[config.mk]
export PLATFORM = sky130hd
export DESIGN_NAME = bperm_unit
export DESIGN_NICKNAME = d
export VERILOG_FILES = /design/src/rtl/bperm_pkg.sv /design/src/rtl/bperm_legality.sv /design/src/rtl/bperm_clz.sv /design/src/rtl/bperm_permute.sv /design/src/rtl/bperm_unit.sv
export SDC_FILE = /design/constraint.sdc
export NUM_CORES = 1
export LEC_CHECK = 0
export BUFFER_PORTS_ARGS = -buffer_cell sky130_fd_sc_hd__buf_4
export CORE_ASPECT_RATIO = 1.5
export CORE_UTILIZATION = 51
export DETAILED_ROUTE_END_ITERATION = 8
export GPL_TIMING_DRIVEN = 0
export PLACE_DENSITY = 0.89
export SETUP_SLACK_MARGIN = 0.1
export SLEW_MARGIN = 20
export SYNTH_ARGS = -nofsm -noshare
export SYNTH_HDL_FRONTEND = slang
export SYNTH_HIERARCHICAL = 1
export SYNTH_SLANG_ARGS = --single-unit
[constraint.sdc]
create_clock -name clk -period 6 [get_ports clk]
set_clock_uncertainty 0.2 [all_clocks]
set_input_delay 1.8 -clock clk [delete_from_list [all_inputs] [get_ports clk]]
set_output_delay 1.8 -clock clk [all_outputs]
set_load 0.02 [all_outputs]
[src/rtl/bperm_pkg.sv]
// Package: bperm_pkg
// Opcode encoding and helpers shared by the permutation unit.
// Assumes a 3-bit opcode field. Encodings 6 and 7 are reserved.
package bperm_pkg;

    typedef enum logic [2:0] {
        OP_CLZ   = 3'd0,
        OP_RBIT  = 3'd1,
        OP_REV   = 3'd2,
        OP_REV16 = 3'd3,
        OP_REVSH = 3'd4,
        OP_SEL   = 3'd5,
        OP_RSV6  = 3'd6,
        OP_RSV7  = 3'd7
    } bperm_op_e;

    // True for operations that read one source named by both index fields
    function automatic logic op_single_src(input bperm_op_e op);
        return (op == OP_CLZ) || (op == OP_RBIT) || (op == OP_REV) ||
               (op == OP_REV16) || (op == OP_REVSH);
    endfunction

    // True for encodings that name a defined operation
    function automatic logic op_defined(input bperm_op_e op);
        return op_single_src(op) || (op == OP_SEL);
    endfunction

endpackage

[src/rtl/bperm_legality.sv]
// Module: bperm_legality
// Flags encodings with no defined meaning: a reserved opcode, the program
// counter index in any register field, or differing duplicate source
// fields on a single-operand form.
// Assumes the program counter has index PC_IDX.
module bperm_legality
    import bperm_pkg::*;
#(
    parameter int IDX_W  = 4,
    parameter int PC_IDX = 15
) (
    input  bperm_op_e        op,
    input  logic [IDX_W-1:0] rd_idx,
    input  logic [IDX_W-1:0] rn_idx,
    input  logic [IDX_W-1:0] rm_idx,
    output logic             illegal
);

    localparam logic [IDX_W-1:0] PC_CODE = IDX_W'(PC_IDX);

    logic uses_pc;
    logic src_mismatch;
    logic reserved;

    // Detect the program counter in any register field
    always_comb begin
        uses_pc = (rd_idx == PC_CODE) || (rn_idx == PC_CODE) || (rm_idx == PC_CODE);
    end

    // Duplicate source fields must agree on single-operand forms
    always_comb begin
        src_mismatch = op_single_src(op) && (rn_idx != rm_idx);
    end

    // Reserved opcodes and final combination
    always_comb begin
        reserved = !op_defined(op);
        illegal  = reserved || uses_pc || src_mismatch;
    end

endmodule

[src/rtl/bperm_clz.sv]
// Module: bperm_clz
// Counts the zero bits above the most significant set bit of a word.
// Returns DATA_W for an all-zero word. Purely combinational.
module bperm_clz #(
    parameter int DATA_W = 32
) (
    input  logic [DATA_W-1:0] val,
    output logic [DATA_W-1:0] count
);

    localparam int CNT_W = $clog2(DATA_W + 1);

    logic [CNT_W-1:0] cnt;

    // Scan upward so that the highest set bit decides the count last
    always_comb begin
        cnt = CNT_W'(DATA_W);
        for (int i = 0; i < DATA_W; i++) begin
            if (val[i]) begin
                cnt = CNT_W'(DATA_W - 1 - i);
            end
        end
    end

    // Zero-extend the count to the data width
    always_comb begin
        count = {{(DATA_W - CNT_W){1'b0}}, cnt};
    end

endmodule

[src/rtl/bperm_permute.sv]
// Module: bperm_permute
// Bit and byte rearrangements of the second operand, plus the
// flag-steered byte select between both operands.
// Assumes DATA_W is a multiple of 16. Purely combinational.
module bperm_permute
    import bperm_pkg::*;
#(
    parameter int DATA_W = 32
) (
    input  bperm_op_e                op,
    input  logic [DATA_W-1:0]        rn_val,
    input  logic [DATA_W-1:0]        rm_val,
    input  logic [DATA_W/8-1:0]      ge,
    output logic [DATA_W-1:0]        result
);

    localparam int LANES  = DATA_W / 8;
    localparam int HALVES = DATA_W / 16;
    localparam int NIBS   = DATA_W / 4;

    logic [DATA_W-1:0] byte_rev;
    logic [DATA_W-1:0] nib_swap;
    logic [DATA_W-1:0] bit_rev;
    logic [DATA_W-1:0] half_swap;
    logic [DATA_W-1:0] low_swap_sx;
    logic [DATA_W-1:0] lane_sel;
    logic [15:0]       low_swap;

    // Byte reversal of the word, and the flag-steered byte select
    for (genvar g = 0; g < LANES; g++) begin : g_lane
        assign byte_rev[8*g +: 8] = rm_val[8*(LANES-1-g) +: 8];
        assign nib_swap[8*g +: 8] = {byte_rev[8*g +: 4], byte_rev[8*g+4 +: 4]};
        assign lane_sel[8*g +: 8] = ge[g] ? rn_val[8*g +: 8] : rm_val[8*g +: 8];
    end

    // Bit reversal finished by mirroring the four bits inside each nibble
    for (genvar q = 0; q < NIBS; q++) begin : g_nib
        for (genvar b = 0; b < 4; b++) begin : g_bit
            assign bit_rev[4*q + b] = nib_swap[4*q + 3 - b];
        end
    end

    // Byte swap inside each 16-bit half
    for (genvar h = 0; h < HALVES; h++) begin : g_half
        assign half_swap[16*h +: 16] = {rm_val[16*h +: 8], rm_val[16*h+8 +: 8]};
    end

    // Low-half swap with sign extension from the new bit 15
    always_comb begin
        low_swap    = {rm_val[7:0], rm_val[15:8]};
        low_swap_sx = {{(DATA_W-16){low_swap[15]}}, low_swap};
    end

    // Pick the variant named by the opcode
    always_comb begin
        unique case (op)
            OP_RBIT:  result = bit_rev;
            OP_REV:   result = byte_rev;
            OP_REV16: result = half_swap;
            OP_REVSH: result = low_swap_sx;
            OP_SEL:   result = lane_sel;
            default:  result = '0;
        endcase
    end

endmodule

[src/rtl/bperm_unit.sv]
// Module: bperm_unit
// Top of the permutation unit: checks legality, computes every operation
// in parallel and registers the chosen result one clock after the request.
// Assumes a synchronous active-low reset and the program counter at the
// highest register index.
module bperm_unit
    import bperm_pkg::*;
#(
    parameter int DATA_W    = 32,
    parameter int REG_IDX_W = 4
) (
    input  logic                   clk,
    input  logic                   rst_n,
    input  logic                   in_valid,
    input  logic [2:0]             in_op,
    input  logic [REG_IDX_W-1:0]   in_rd_idx,
    input  logic [REG_IDX_W-1:0]   in_rn_idx,
    input  logic [REG_IDX_W-1:0]   in_rm_idx,
    input  logic [DATA_W-1:0]      in_rn_val,
    input  logic [DATA_W-1:0]      in_rm_val,
    input  logic [DATA_W/8-1:0]    in_ge,
    output logic                   out_valid,
    output logic [DATA_W-1:0]      out_result,
    output logic                   out_unpred
);

    localparam int PC_IDX = (1 << REG_IDX_W) - 1;
    localparam logic [REG_IDX_W-1:0] PC_CODE = REG_IDX_W'(PC_IDX);

    bperm_op_e         op;
    logic              illegal;
    logic [DATA_W-1:0] clz_res;
    logic [DATA_W-1:0] perm_res;
    logic [DATA_W-1:0] next_res;

    // Interpret the opcode field
    always_comb begin
        op = bperm_op_e'(in_op);
    end

    bperm_legality #(
        .IDX_W  (REG_IDX_W),
        .PC_IDX (PC_IDX)
    ) u_legality (
        .op      (op),
        .rd_idx  (in_rd_idx),
        .rn_idx  (in_rn_idx),
        .rm_idx  (in_rm_idx),
        .illegal (illegal)
    );

    bperm_clz #(
        .DATA_W (DATA_W)
    ) u_clz (
        .val   (in_rm_val),
        .count (clz_res)
    );

    bperm_permute #(
        .DATA_W (DATA_W)
    ) u_permute (
        .op     (op),
        .rn_val (in_rn_val),
        .rm_val (in_rm_val),
        .ge     (in_ge),
        .result (perm_res)
    );

    // Merge the count path, and force zero on illegal requests
    always_comb begin
        if (illegal) begin
            next_res = '0;
        end else if (op == OP_CLZ) begin
            next_res = clz_res;
        end else begin
            next_res = perm_res;
        end
    end

    // Output register, which holds the last result while idle
    always_ff @(posedge clk) begin
        if (!rst_n) begin
            out_valid  <= 1'b0;
            out_unpred <= 1'b0;
            out_result <= '0;
        end else begin
            out_valid  <= in_valid;
            out_unpred <= in_valid && illegal;
            if (in_valid) begin
                out_result <= next_res;
            end
        end
    end

    assert_valid_latency_R1: assert property (@(posedge clk) disable iff (!rst_n)
        in_valid |=> out_valid);

    assert_idle_R1: assert property (@(posedge clk) disable iff (!rst_n)
        !in_valid |=> !out_valid && !out_unpred);

    assert_clz_zero_R2: assert property (@(posedge clk) disable iff (!rst_n)
        in_valid && op == OP_CLZ && in_rm_val == '0 && in_rn_idx == in_rm_idx &&
        in_rm_idx != PC_CODE && in_rd_idx != PC_CODE
        |=> out_result == DATA_W && !out_unpred);

    assert_src_mismatch_R8: assert property (@(posedge clk) disable iff (!rst_n)
        in_valid && op_single_src(op) && in_rn_idx != in_rm_idx |=> out_unpred);

    assert_sel_no_match_R8: assert property (@(posedge clk) disable iff (!rst_n)
        in_valid && op == OP_SEL && in_rd_idx != PC_CODE && in_rn_idx != PC_CODE &&
        in_rm_idx != PC_CODE |=> !out_unpred);

    assert_pc_unpred_R9: assert property (@(posedge clk) disable iff (!rst_n)
        in_valid && (in_rd_idx == PC_CODE || in_rn_idx == PC_CODE || in_rm_idx == PC_CODE)
        |=> out_unpred);

    assert_unpred_zero_R10: assert property (@(posedge clk) disable iff (!rst_n)
        out_unpred |-> out_result == '0 && out_valid);

endmodule

==> impl_metrics.py <==
metrics = {
    "run_status": {
        "run_status": "finished, final reports clean",
    },
    "placed_design": {
        "place_inst": 676,
        "gp_congestion": 1.02,
        "io_buffer_count": 115,
        "hpwl_um": 10300,
        "place_ws_ns": 2.29,
        "postPlaceCellArea_mm2": 0.00462,
    },
    "cts": {
        "hold_buffers": 0,
        "clkSlewWorstSetupHoldPaths_ns": 0.08,
        "numCtsBuffers": 5,
        "post_cts_resized": 0,
        "cts.sinks": 34,
        "clock_path_buffers": 2,
        "post_cts_buffers": 0,
        "clk_latency_ns": 0.28,
        "htreeDepth": 2,
        "cts_tree": "built",
        "root_buffer": "clkbuf_8",
    },
    "sta": {
        "hold_violations": 0,
        "tns_ns": 0,
        "max_freq_ghz": 0.290,
        "finalSetupViolCount": 0,
        "worst_slack_ns": 2.56,
        "maxSlewViolCount": 0,
        "period_share_pct": 57.4,
        "slew_headroom_pct": 46.7,
        "worst_pin_slew_ns": 0.798,
        "fin_crit_ns": 3.44,
        "rsz0062_at_grt": "false",
    },
    "die": {
        "initial_core_util_pct": 52.4,
        "io_pins": 120,
        "core_mm2": 0.00681,
        "die_x_um": 70.3,
        "row_count": 37,
        "die_area_mm2": 0.00733,
        "die_h_um": 104,
    },
    "yosys": {
        "synthMuxAreaShare_pct": 21.5,
        "synth-xor-area-share_pct": 0.983,
        "synth_fa_ha_area_share_pct": 0,
        "yosysSeqAreaShare_pct": 19.1,
        "syn_avg_cell_area_um2": 7.78,
        "synth_edf_count": 0,
        "synth_top_family_by_area": "compound AO/OA/AOI/OAI gates",
        "synth_seq_cells": 34,
        "ys.flop_type": "dfxtp_1",
        "synth_cells": 458,
        "synth-simple-area-share_pct": 18.7,
        "yosys_warnings": 6,
        "netlist_area_mm2": 0.00356,
        "synth_compound_area_share_pct": 27.8,
        "ys_types": 57,
        "ys_async_sr_fraction_pct": 0,
    },
    "finish": {
        "nets": 691,
        "layout_commonest_cell": "buf_4",
        "final_cell_mix": "141 x buf_4, 63 x mux2i_1, 45 x nand2_1",
        "nFillCells": 585,
        "regArea_um2": 681,
        "final_cells": 684,
        "num_antenna_cells": 0,
        "stdcell_area_mm2": 0.00471,
        "drive_above_1_share_pct": 30.7,
        "final_util_pct": 69.2,
        "area_delta_synth_final_pct": 32.2,
        "multi_input_area_mm2": 0.00256,
    },
    "setup_path": {
        "start_kind": "input port",
        "slowest_delay_ns": 0.45,
        "path_class": "input port to flip-flop",
        "regToRegSetupSlack_ns": 5.24,
        "required_ns": 6.03,
        "end_kind": "flip-flop",
        "path_max_fanout": 10,
        "cp_num_buf_inv": 3,
        "cp_slowest_cell": "clkbuf_1",
        "crit_family": "buffers and inverters",
        "worstPathCellList": "buf_4, buf_2, and3b_1, clkbuf_1, a22oi_1, o211ai_1, mux2i_1, o21ai_1",
        "arrival_ns": 3.47,
    },
    "worst_hold_path": {
        "worstHoldPathType": "flip-flop to flip-flop",
    },
    "flow_run": {
        "cap_violations": 0,
    },
    "global_routing": {
        "grt_pass1_wl_um": 20200,
        "overflow": 0,
        "grt_start_max_net_pins": 12,
        "grt_pass1_vias": 3900,
        "antenna_found_initial": 0,
        "grt_usage_pct": 35.1,
    },
    "route": {
        "first_iter_violations": 506,
        "wl_met2_um": 6700,
        "drc": 0,
        "viasPerCell": 6.15,
        "wl_per_cell_um": 19.3,
        "firstDrtPassIters": 8,
        "vias": 4206,
        "route.met3.wl_um": 1070,
        "top_layer_used": "met4",
        "ant_nets": 0,
        "wl_um": 13200,
        "drt-met1-wl_um": 4870,
    },
    "pwr": {
        "p_leak_nw": 2.14,
        "peakVddDrop_v": 0.000118,
        "p_per_area_mw_per_mm2": 146,
    },
}
[sequential cells by signal, indices dropped and copies added, names as in the netlist]
name and flops:
out_valid 1, out_unpred 1, out_result 32
[final timing paths]
check / start / to / cells past startpoint
worst max-delay path: in_op[2] / out_result[29] / 8
worst min-delay path: out_result[7] / out_result[7] / 2
worst max register to register: out_result[30] / out_result[30] / 2
worst min register to register: out_result[7] / out_result[7] / 2
[stage by stage]
step / power, W / hold slack (ns)
2_1_floorplan: 0.000387 / 0.326
3_3_place_gp: 0.000496 / 0.235
3_5_place_dp: 0.000501 / 0.242
4_1_cts: 0.000681 / 0.253
5_1_grt: 0.000712 / 0.270
6_report: 0.000687 / 0.249
[cells in the mapped netlist (3+ instances only)]
cell / count / share of area [%]
a311oi_1: 4 / 0.98
a22o_1: 5 / 1.2
a2bb2oi_1: 4 / 0.98
a222oi_1: 3 / 0.84
mux2_2: 12 / 3.8
xor2_1: 4 / 0.98
a211o_1: 5 / 1.2
buf_8: 3 / 1.3
clkbuf_2: 3 / 0.42
nor3b_1: 3 / 0.63
o21ai_0: 9 / 1.3
buf_2: 10 / 1.4
a21oi_1: 36 / 5.1
a21o_1: 10 / 2.1
o211ai_1: 5 / 1.1
buf_6: 3 / 0.95
o31ai_1: 4 / 0.84
mux2i_1: 63 / 18
o21ai_1: 28 / 3.9
nor2_1: 26 / 2.7
nand2_1: 45 / 4.7
o2bb2ai_1: 3 / 0.74
and3b_1: 3 / 0.74
or4_1: 3 / 0.63
clkbuf_1: 15 / 1.6
a221o_1: 7 / 2.0
nand3b_1: 5 / 1.1
buf_4: 26 / 5.5
a2111oi_0: 3 / 0.74
a22oi_1: 4 / 0.84
nor4_1: 9 / 1.6
nor2b_1: 7 / 1.2
o21ai_2: 3 / 0.74
nand2b_1: 6 / 1.1
a211oi_1: 6 / 1.3
nand4_1: 3 / 0.53
dfxtp_1: 34 / 19
inv_1: 7 / 0.74
nor3_1: 6 / 0.84
[power by group]
part	internal (W)	switching, W
Combinational	0.000125	0.000145
Clock	0.0000928	0.0000906
Sequential	0.000231	0.00000247
[cell families after synthesis]
group                     count (synthesis)
and+or+nand+nor                         129
muxes                                    75
buffers and inverters                    67
DFF                                      34
xor gates and xnor gates                  4
other                                     1
AOI/OAI and AO/OA                       148
[final cells by class]
class,count,share of cell area [%]
plain buffers,60,8.39
clock buffers,7,1.83
clock inverters,1,0.106
inverters,7,0.558
multi-input cells,382,54.3
flip-flops and latches,34,14.4
well taps,78,2.07
repair buffers,115,18.3
[worst min-delay path, delay by kind of cell (launching register included)]
family	cells	cell delay (ns)
AOI/OAI and AO/OA	1	0.05
DFF	1	0.31
and+or+nand+nor	1	0.05
[per-layer routing]
metal | track usage [%] | up-vias
met5 | 0 | -
met4 | 17.9 | 0
li1 | - | 1961
met2 | 61.8 | 260
met1 | 40.3 | 1936
met3 | 4.75 | 49
No activity file was read; power rests on OpenSTA's default activity.
